**config.mk**
```make
export PLATFORM = sky130hd
export DESIGN_NAME = ssp_regfront
export DESIGN_NICKNAME = d
export VERILOG_FILES = /design/src/rtl/ssp_front_pkg.sv /design/src/rtl/ssp_fifo.sv /design/src/rtl/ssp_ctrl_reg.sv /design/src/rtl/ssp_regfront.sv
export SDC_FILE = /design/constraint.sdc
export NUM_CORES = 1
export LEC_CHECK = 0
export ABC_AREA = 1
export BUFFER_PORTS_ARGS = -buffer_cell sky130_fd_sc_hd__clkbuf_2
export CORE_ASPECT_RATIO = 0.8
export CORE_MARGIN = 4
export CORE_UTILIZATION = 47
export DETAILED_ROUTE_END_ITERATION = 7
export GPL_ROUTABILITY_DRIVEN = 1
export HOLD_SLACK_MARGIN = 0.1
export PLACE_DENSITY = 0.66
export RECOVER_POWER = 25
export SYNTH_ARGS = -nofsm -noshare
export SYNTH_HDL_FRONTEND = slang
export SYNTH_HIERARCHICAL = 1
export SYNTH_SLANG_ARGS = --single-unit
```
**constraint.sdc**
```tcl
create_clock -name clk -period 2.6 [get_ports clk]
set_clock_uncertainty 0.1 [all_clocks]
set_input_delay 0.39 -clock clk [delete_from_list [all_inputs] [get_ports clk]]
set_output_delay 0.39 -clock clk [all_outputs]
set_load 0.05 [all_outputs]
```
**src/rtl/ssp_front_pkg.sv**
```systemverilog
package ssp_front_pkg;

  localparam int unsigned ADDR_CTRL = 0;
  localparam int unsigned ADDR_DATA = 1;

  // Control bits; packed order puts loopback at bit 0, up to output disable at bit 3
  typedef struct packed {
    logic sod;
    logic slave;
    logic enable;
    logic loopback;
  } ctrl_t;

  // Keep bits [len_m1:0]; microwire keeps the low byte only
  function automatic logic [15:0] frame_mask(input logic [3:0] len_m1, input logic mw);
    logic [15:0] m;
    m = 16'hFFFF >> (4'd15 - len_m1);
    if (mw) m = 16'h00FF;
    return m;
  endfunction

endpackage

```
**src/rtl/ssp_fifo.sv**
```systemverilog
module ssp_fifo #(
  parameter int unsigned W     = 16,
  parameter int unsigned DEPTH = 8
) (
  input  logic                       clk,
  input  logic                       rst_n,
  input  logic                       push,
  input  logic [W-1:0]               wdata,
  input  logic                       pop,
  output logic [W-1:0]               head,
  output logic                       full,
  output logic                       empty,
  output logic [$clog2(DEPTH+1)-1:0] count,
  output logic                       push_ok,
  output logic                       pop_ok
);
  localparam int unsigned PW = (DEPTH > 1) ? $clog2(DEPTH) : 1;
  localparam int unsigned CW = $clog2(DEPTH+1);

  logic [W-1:0]  mem [DEPTH];
  logic [PW-1:0] wp, rp;

  function automatic logic [PW-1:0] nxt(input logic [PW-1:0] p);
    return (p == PW'(DEPTH-1)) ? '0 : p + 1'b1;
  endfunction

  assign full    = (count == CW'(DEPTH));
  assign empty   = (count == '0);
  assign push_ok = push && !full;
  assign pop_ok  = pop && !empty;
  assign head    = mem[rp];

  always_ff @(posedge clk) begin
    if (push_ok) mem[wp] <= wdata;
  end

  always_ff @(posedge clk or negedge rst_n) begin
    if (!rst_n) begin
      wp    <= '0;
      rp    <= '0;
      count <= '0;
    end else begin
      if (push_ok) wp <= nxt(wp);
      if (pop_ok)  rp <= nxt(rp);
      if (push_ok && !pop_ok)      count <= count + 1'b1;
      else if (pop_ok && !push_ok) count <= count - 1'b1;
    end
  end
endmodule

```
**src/rtl/ssp_ctrl_reg.sv**
```systemverilog
module ssp_ctrl_reg
  import ssp_front_pkg::*;
(
  input  logic       clk,
  input  logic       rst_n,
  input  logic       wr_en,
  input  logic [3:0] wdata,
  output ctrl_t      q,
  output logic       slave_locked
);
  assign slave_locked = q.enable;

  always_ff @(posedge clk or negedge rst_n) begin
    if (!rst_n) begin
      q <= '0;
    end else if (wr_en) begin
      q.loopback <= wdata[0];
      q.enable   <= wdata[1];
      q.sod      <= wdata[3];
      if (!slave_locked) q.slave <= wdata[2];
    end
  end
endmodule

```
**src/rtl/ssp_regfront.sv**
```systemverilog
module ssp_regfront
  import ssp_front_pkg::*;
#(
  parameter int unsigned ADDR_W = 2,
  parameter int unsigned DATA_W = 16,
  parameter int unsigned DEPTH  = 8
) (
  input  logic              clk,
  input  logic              rst_n,
  input  logic [ADDR_W-1:0] bus_addr,
  input  logic              bus_wr,
  input  logic              bus_rd,
  input  logic [DATA_W-1:0] bus_wdata,
  output logic [DATA_W-1:0] bus_rdata,
  input  logic [3:0]        cfg_len_m1,
  input  logic              cfg_microwire,
  output logic              ctl_loopback,
  output logic              ctl_enable,
  output logic              ctl_slave,
  output logic              ctl_sod,
  output logic [DATA_W-1:0] tx_data,
  output logic              tx_empty,
  output logic              tx_full,
  input  logic              tx_pop,
  input  logic [DATA_W-1:0] rx_wdata,
  input  logic              rx_push,
  output logic              rx_empty,
  output logic              rx_full
);
  localparam int unsigned CW = $clog2(DEPTH+1);

  ctrl_t             ctrl_q;
  logic              slave_locked;
  logic              sel_ctrl, sel_data;
  logic              ctrl_wr, data_wr, data_rd;
  logic [DATA_W-1:0] tx_head, rx_head;
  logic [CW-1:0]     tx_cnt, rx_cnt;
  logic              tx_push_ok, tx_pop_ok, rx_push_ok, rx_pop_ok;

  assign sel_ctrl = (bus_addr == ADDR_W'(ADDR_CTRL));
  assign sel_data = (bus_addr == ADDR_W'(ADDR_DATA));
  assign ctrl_wr  = bus_wr && sel_ctrl;
  assign data_wr  = bus_wr && sel_data;
  assign data_rd  = bus_rd && sel_data;

  ssp_ctrl_reg u_ctrl (
    .clk          (clk),
    .rst_n        (rst_n),
    .wr_en        (ctrl_wr),
    .wdata        (bus_wdata[3:0]),
    .q            (ctrl_q),
    .slave_locked (slave_locked)
  );

  assign ctl_loopback = ctrl_q.loopback;
  assign ctl_enable   = ctrl_q.enable;
  assign ctl_slave    = ctrl_q.slave;
  assign ctl_sod      = ctrl_q.sod;

  ssp_fifo #(.W(DATA_W), .DEPTH(DEPTH)) u_txq (
    .clk (clk), .rst_n (rst_n),
    .push (data_wr), .wdata (bus_wdata),
    .pop (tx_pop), .head (tx_head),
    .full (tx_full), .empty (tx_empty), .count (tx_cnt),
    .push_ok (tx_push_ok), .pop_ok (tx_pop_ok)
  );

  ssp_fifo #(.W(DATA_W), .DEPTH(DEPTH)) u_rxq (
    .clk (clk), .rst_n (rst_n),
    .push (rx_push), .wdata (rx_wdata),
    .pop (data_rd), .head (rx_head),
    .full (rx_full), .empty (rx_empty), .count (rx_cnt),
    .push_ok (rx_push_ok), .pop_ok (rx_pop_ok)
  );

  assign tx_data = tx_head & DATA_W'(frame_mask(cfg_len_m1, cfg_microwire));

  always_ff @(posedge clk or negedge rst_n) begin
    if (!rst_n) begin
      bus_rdata <= '0;
    end else if (bus_rd) begin
      if (sel_ctrl)      bus_rdata <= DATA_W'(ctrl_q);
      else if (sel_data) bus_rdata <= rx_empty ? '0 : rx_head;
      else               bus_rdata <= '0;
    end
  end
endmodule

```
Word-level counts from Yosys, hierarchy flattened
Memories as Yosys holds them, arrays and structs flattened.
Cells that the tools add are included.
Widths: inputs -> output; s select.
{ "totals": {"register_bits": 40, "ramBits": 256, "input_bits": 45, "output_inout_bits": 40, "wordCells": 73, "mem_count": 2} }
{ "classes": {"n_addsub": 9, "n_eq_ne": 7, "shift": 1, "muxes": 16, "n_bitwise": 2, "reduce_logical": 25} }
{ "mem_list": {"columns": ["name", "depth", "width", "read_ports", "rd_clocked_by_memory_dff", "wr", "line_no", "source"], "rows": [
  ["u_rxq.mem", 8, 16, 1, 0, 1, "ssp_fifo.sv:20", "logic [W-1:0] mem [DEPTH];"],
  ["u_txq.mem", 8, 16, 1, 0, 1, "ssp_fifo.sv:20", null]
]} }
{ "op_table": {"columns": ["operator", "n"], "rows": [
  ["$mux 16", 4],
  ["$and 16x16->16", 1],
  ["$mux 4", 4],
  ["$shr 16x4->16 const A", 1],
  ["$add 3x1->3 const B", 4],
  ["$eq 3x3->1 const B", 4],
  ["$mux 3", 4],
  ["$logic_and 1x1->1", 11],
  ["$add 4x1->4 const B", 2],
  ["$eq 4x4->1 const B", 2],
  ["$logic_not 1->1", 8],
  ["$logic_not 4->1", 2],
  ["$sub 4x1->4 const B", 2],
  ["$mux 1", 4],
  ["$reduce_bool 2->1", 2],
  ["$sub 4x4->4 const A", 1],
  ["$eq 2x1->1 const B", 1],
  ["$logic_not 2->1", 1],
  ["$reduce_and 2->1", 1],
  ["$not 1->1", 1]
]} }

Logic depth before layout (Yosys ltp)
{ "depth": {"word_depth": 7, "depth_mapped": 14} }

Modules after synthesis
The synthesis kept the hierarchy.
{ "modules_own_cells": {"columns": ["module", "n_inst", "cells_per_inst", "area_each_um2", "seq_area_each_um2"], "rows": [
  ["ssp_fifo (u_rxq)", 1, 641, 6129.6, 4093.9],
  ["ssp_fifo (u_txq)", 1, 640, 6124.6, 4093.9],
  ["ssp_regfront", 1, 127, 970.9, 400.4],
  ["ssp_ctrl_reg", 1, 18, 161.4, 100.1]
]} }

Worst setup path after synthesis
No wires, ideal clock.
{ "synth_path": {"path_kind": "reg-to-output", "startpoint": "register u_txq.rp[2]", "endpoint": "output port tx_data[12]", "t_arrival_ns": 2.211, "slack_ns": -0.101, "stages_incl_launch_ff": 7, "path_buffers": 2, "path_cell_list": "dfrtp_1 -> buf_2 -> inv_1 -> clkbuf_1 -> nand2_1 -> nand2_1 -> nor3b_1"} }
{ "synth_via": {"elab_chain_len": 2} }
{ "synth_rtl": {"columns": ["element", "line_no", "source"], "rows": [
  ["start, declared", "ssp_fifo.sv:21", "logic [PW-1:0] wp, rp;"],
  ["start signal, assigned", "ssp_fifo.sv:44", "if (pop_ok) rp <= nxt(rp);"],
  ["$mem_v2 8x16", null, null],
  ["net tx_head[12]", "ssp_regfront.sv:36", "logic [DATA_W-1:0] tx_head, rx_head;"],
  ["$and 16x16->16", "ssp_regfront.sv:76", "assign tx_data = tx_head & DATA_W'(frame_mask(cfg_len_m1, cfg_microwire));"],
  ["end, declared", "ssp_regfront.sv:21", "output logic [DATA_W-1:0] tx_data,"]
]} }
The timed path passes the listed nets, and every way through them passes these cells.

Worst setup path in the final report
{ "layout_path": {"startpoint": "register u_txq.rp[0]", "endpoint": "output port tx_data[1]"} }
Same word-level chain as after synthesis.

==> impl_metrics.env <==
export IMPL_drive_gt1_share_pct=15.8
export IMPL_drtIter0Drc=718
export IMPL_cts_buffers=30
export IMPL_cts_sinks=296
export IMPL_path_max_fanout=9
export IMPL_p_leak_nw=7.41
export IMPL_min_path_type="input port to flop"
export IMPL_tritoncts="built"
export IMPL_vdd_drop_max_mv=0.684
export IMPL_num_vias=9390
export IMPL_critical_path_class="flop to output pin"
export IMPL_fin_nets=1638
export IMPL_chipHeight_microns=159
export IMPL_hold_violations=0
export IMPL_p_sw_share_pct=38.0
export IMPL_dieArea_sq_mm=0.0313
export IMPL_grt_max_degree=77
export IMPL_ys_seq_elements=296
export IMPL_slew_viol_final=0
export IMPL_grt_overflow=0
export IMPL_rsz0062_at_grt="yes"
export IMPL_crit_start="u_txq/rp[0]"
export IMPL_globalplace_congestion=0.817
export IMPL_syn_instance_count=1426
export IMPL_ios=85
export IMPL_track_usage_pct=19.3
export IMPL_synth_cell_types=24
export IMPL_failed_checks="negative setup slack"
export IMPL_fill_cells=2264
export IMPL_start_util_pct=48.4
export IMPL_grt_pass1_vias=8938
export IMPL_r2r_start="u_txq/count[1]"
export IMPL_fin_ws_ns=-0.0593
export IMPL_portBuffers=84
export IMPL_clock_latency_ns=0.55
export IMPL_worstHoldStart="bus_addr[1]"
export IMPL_fmax_mhz=376
export IMPL_areaGrowthSynthToFinish_pct=23.6
export IMPL_grt_pass1_wl_mm=48.5
export IMPL_crit_required_ns=2.11
export IMPL_total_power_mw=18.1
export IMPL_setup_viol=11
export IMPL_setup_tns_final_ns=-0.390
export IMPL_seq_power_share_pct=34.6
export IMPL_drt_wl_total_mm=31.2
export IMPL_crit_arrival_ns=2.17
export IMPL_syn_area_per_cell_sq_um=9.39
export IMPL_max_slew_margin_pct=42.5
export IMPL_power_switching_mw=6.87
export IMPL_cts_path_max_buffers=3
export IMPL_wl_per_cell_microns=15.9
export IMPL_clkTransAtPathRegs_ns=0.06
export IMPL_cts_root_buf="clkbuf_16"
export IMPL_p_comb_share_pct=41.0
export IMPL_outcome="finished, violations left"
export IMPL_p_int_mw=11.2
export IMPL_syn_num_nets=1487
export IMPL_powerDensity_mw_per_mm2=1090
export IMPL_drc_errors=0
export IMPL_core_area_sq_mm=0.0276
export IMPL_period_share_pct=102
export IMPL_ant_nets=0
export IMPL_die_w_microns=197
export IMPL_syn_area_sq_mm=0.0134
export IMPL_min_period_ns=2.66
export IMPL_end_kind="output pin"
export IMPL_final_util_pct=59.9
export IMPL_pwr_share_clk_pct=24.4
export IMPL_dp_slack_ns=0.176
export IMPL_rows=54
export IMPL_grt_antenna_before_repair=2
export IMPL_tightest_slew_ns=0.863
export IMPL_start_kind="flop"
export IMPL_ctsHtreeMaxLevel=1
export IMPL_ys_seq_area_share_pct=64.9
export IMPL_avgViaCountPerCell=4.78
export IMPL_first_pass_iters=5
export IMPL_drv_cap=0
export IMPL_dp_hpwl_mm=17.9
export IMPL_antenna_cells=0
export IMPL_yosys_warnings=6
## metrics by stage
step / cell area, sq um / std cells / hold WS [ns]
2_1_floorplan: 13400 / 1426 / -0.00559
6_report: 16600 / 1963 / 0.132
3_5_place_dp: 14600 / 1861 / 0.234
4_1_cts: 16300 / 1957 / 0.109
3_3_place_gp: 14600 / 1861 / 0.224
5_1_grt: 16600 / 1963 / 0.179
## layer usage
metal  vias to the layer above  routed length, microns  track usage (%)
met5                         -                      27                0
met4                         4                     422             3.31
met2                       230                   14100             30.1
met1                      4376                   14600             28.9
li1                       4741                       -                -
met3                        39                    2040             3.87
## critical path, cell delays in order, from the launching register on
cell and delay, ns:
dfrtp_4 0.52, buf_6 0.15, clkbuf_16 0.17, nor2_4 0.11, nor2_1 0.05, nand2_1 0.09
nand2_1 0.06, nand2_1 0.06, nand2_1 0.08, o21ai_1 0.09, inv_1 0.09, buf_8 0.15
## placed cells by master, fill, tap and decap left out, types with 5 or more instances in the layout
cell type,count
nand2_1,517
edfxtp_1,256
nor2_1,243
inv_1,175
clkbuf_2,47
dfrtp_1,38
buf_4,37
clkbuf_16,35
dlygate4sd3_1,33
clkbuf_1,24
buf_12,17
nand2_2,17
nor3_2,16
nor2_2,15
nand3_1,15
ha_1,14
o21ai_0,11
nand3_2,10
nor2_4,10
clkinv_2,7
buf_16,7
clkinv_1,6
bufinv_16,5
## sequential cells by signal, summed over array words and instances (netlist names)
register / flops
u_ctrl/slave_locked: 1
u_rxq/rp: 3
bus_rdata: 16
u_txq/count: 4
u_ctrl/q: 3
u_rxq/count: 4
u_txq/rp: 3
u_rxq/mem: 128
u_rxq/wp: 3
u_txq/wp: 3
u_txq/mem: 128
## cell type report
class | count | area [sq um] | area share, %
clock inverter | 20 | 225 | 1.36
clock buffer | 34 | 787 | 4.76
inverter | 178 | 668 | 4.04
tap | 364 | 455 | 2.75
multi-input combinational | 898 | 4070 | 24.6
sequential | 296 | 8700 | 52.5
timing repair buffer | 173 | 1650 | 9.96
## repair_timing
item                       in CTS  in global routing
hold buffers                   33                  0
cloned                          6                  5
hold endpoints to repair      263                  0
pin swaps                       6                 14
setup endpoints to repair      14                 16
setup buffers                   3                  3
gates resized for setup        44                 55
## cell families (layout without fill, tap and decap cells)
logic type	Yosys count	in the layout	synth area share [%]
buffers and inverters	232	405	7.18
AOI/OAI and AO/OA	23	23	1.00
and+or+nand+nor	855	855	25.0
xor gates and xnor gates	4	4	0.262
DFF	296	296	64.9
adders and majority gates	16	16	1.61
## cells in the mapped netlist
master	instances	share of area (%)
xnor2_1	4	0.26
or2_1	2	0.093
nand2_1	534	15
fa_1	2	0.30
nor2_1	268	7.5
buf_12	1	0.15
a31oi_1	1	0.047
dfrtp_1	40	7.5
nor3b_1	4	0.22
nand3_1	16	0.60
o21ai_0	15	0.56
buf_4	10	0.56
inv_2	2	0.056
buf_1	4	0.11
a21boi_0	7	0.39
or2_2	4	0.19
clkbuf_1	10	0.28
nor3_1	17	0.64
ha_1	14	1.3
nand3_2	9	0.67
inv_1	176	4.9
nor2_8	1	0.15
buf_2	29	1.1
edfxtp_1	256	57
## power by group through the flow
stage | Clock, mW | Sequential, mW | Combinational, mW
2_1_floorplan | 0 | 6.38 | 4.30
3_5_place_dp | 0 | 6.35 | 6.25
3_3_place_gp | 0 | 6.33 | 6.17
6_report | 4.42 | 6.27 | 7.42
4_1_cts | 4.49 | 6.27 | 7.00
5_1_grt | 4.72 | 6.35 | 8.22
## worst paths after layout
check	end	slack, ns	depth (start not counted)
max in group asynchronous	u_rxq/rp[0]	1.10	3
hold / removal	bus_rdata[0]	0.13	6
setup / recovery	tx_data[1]	-0.06	11
min in group asynchronous	bus_rdata[11]	0.37	2
hold reg to reg	bus_rdata[8]	0.38	2
setup reg to reg	u_txq/count[3]	0.29	12
(Power assumes the default switching activity.)
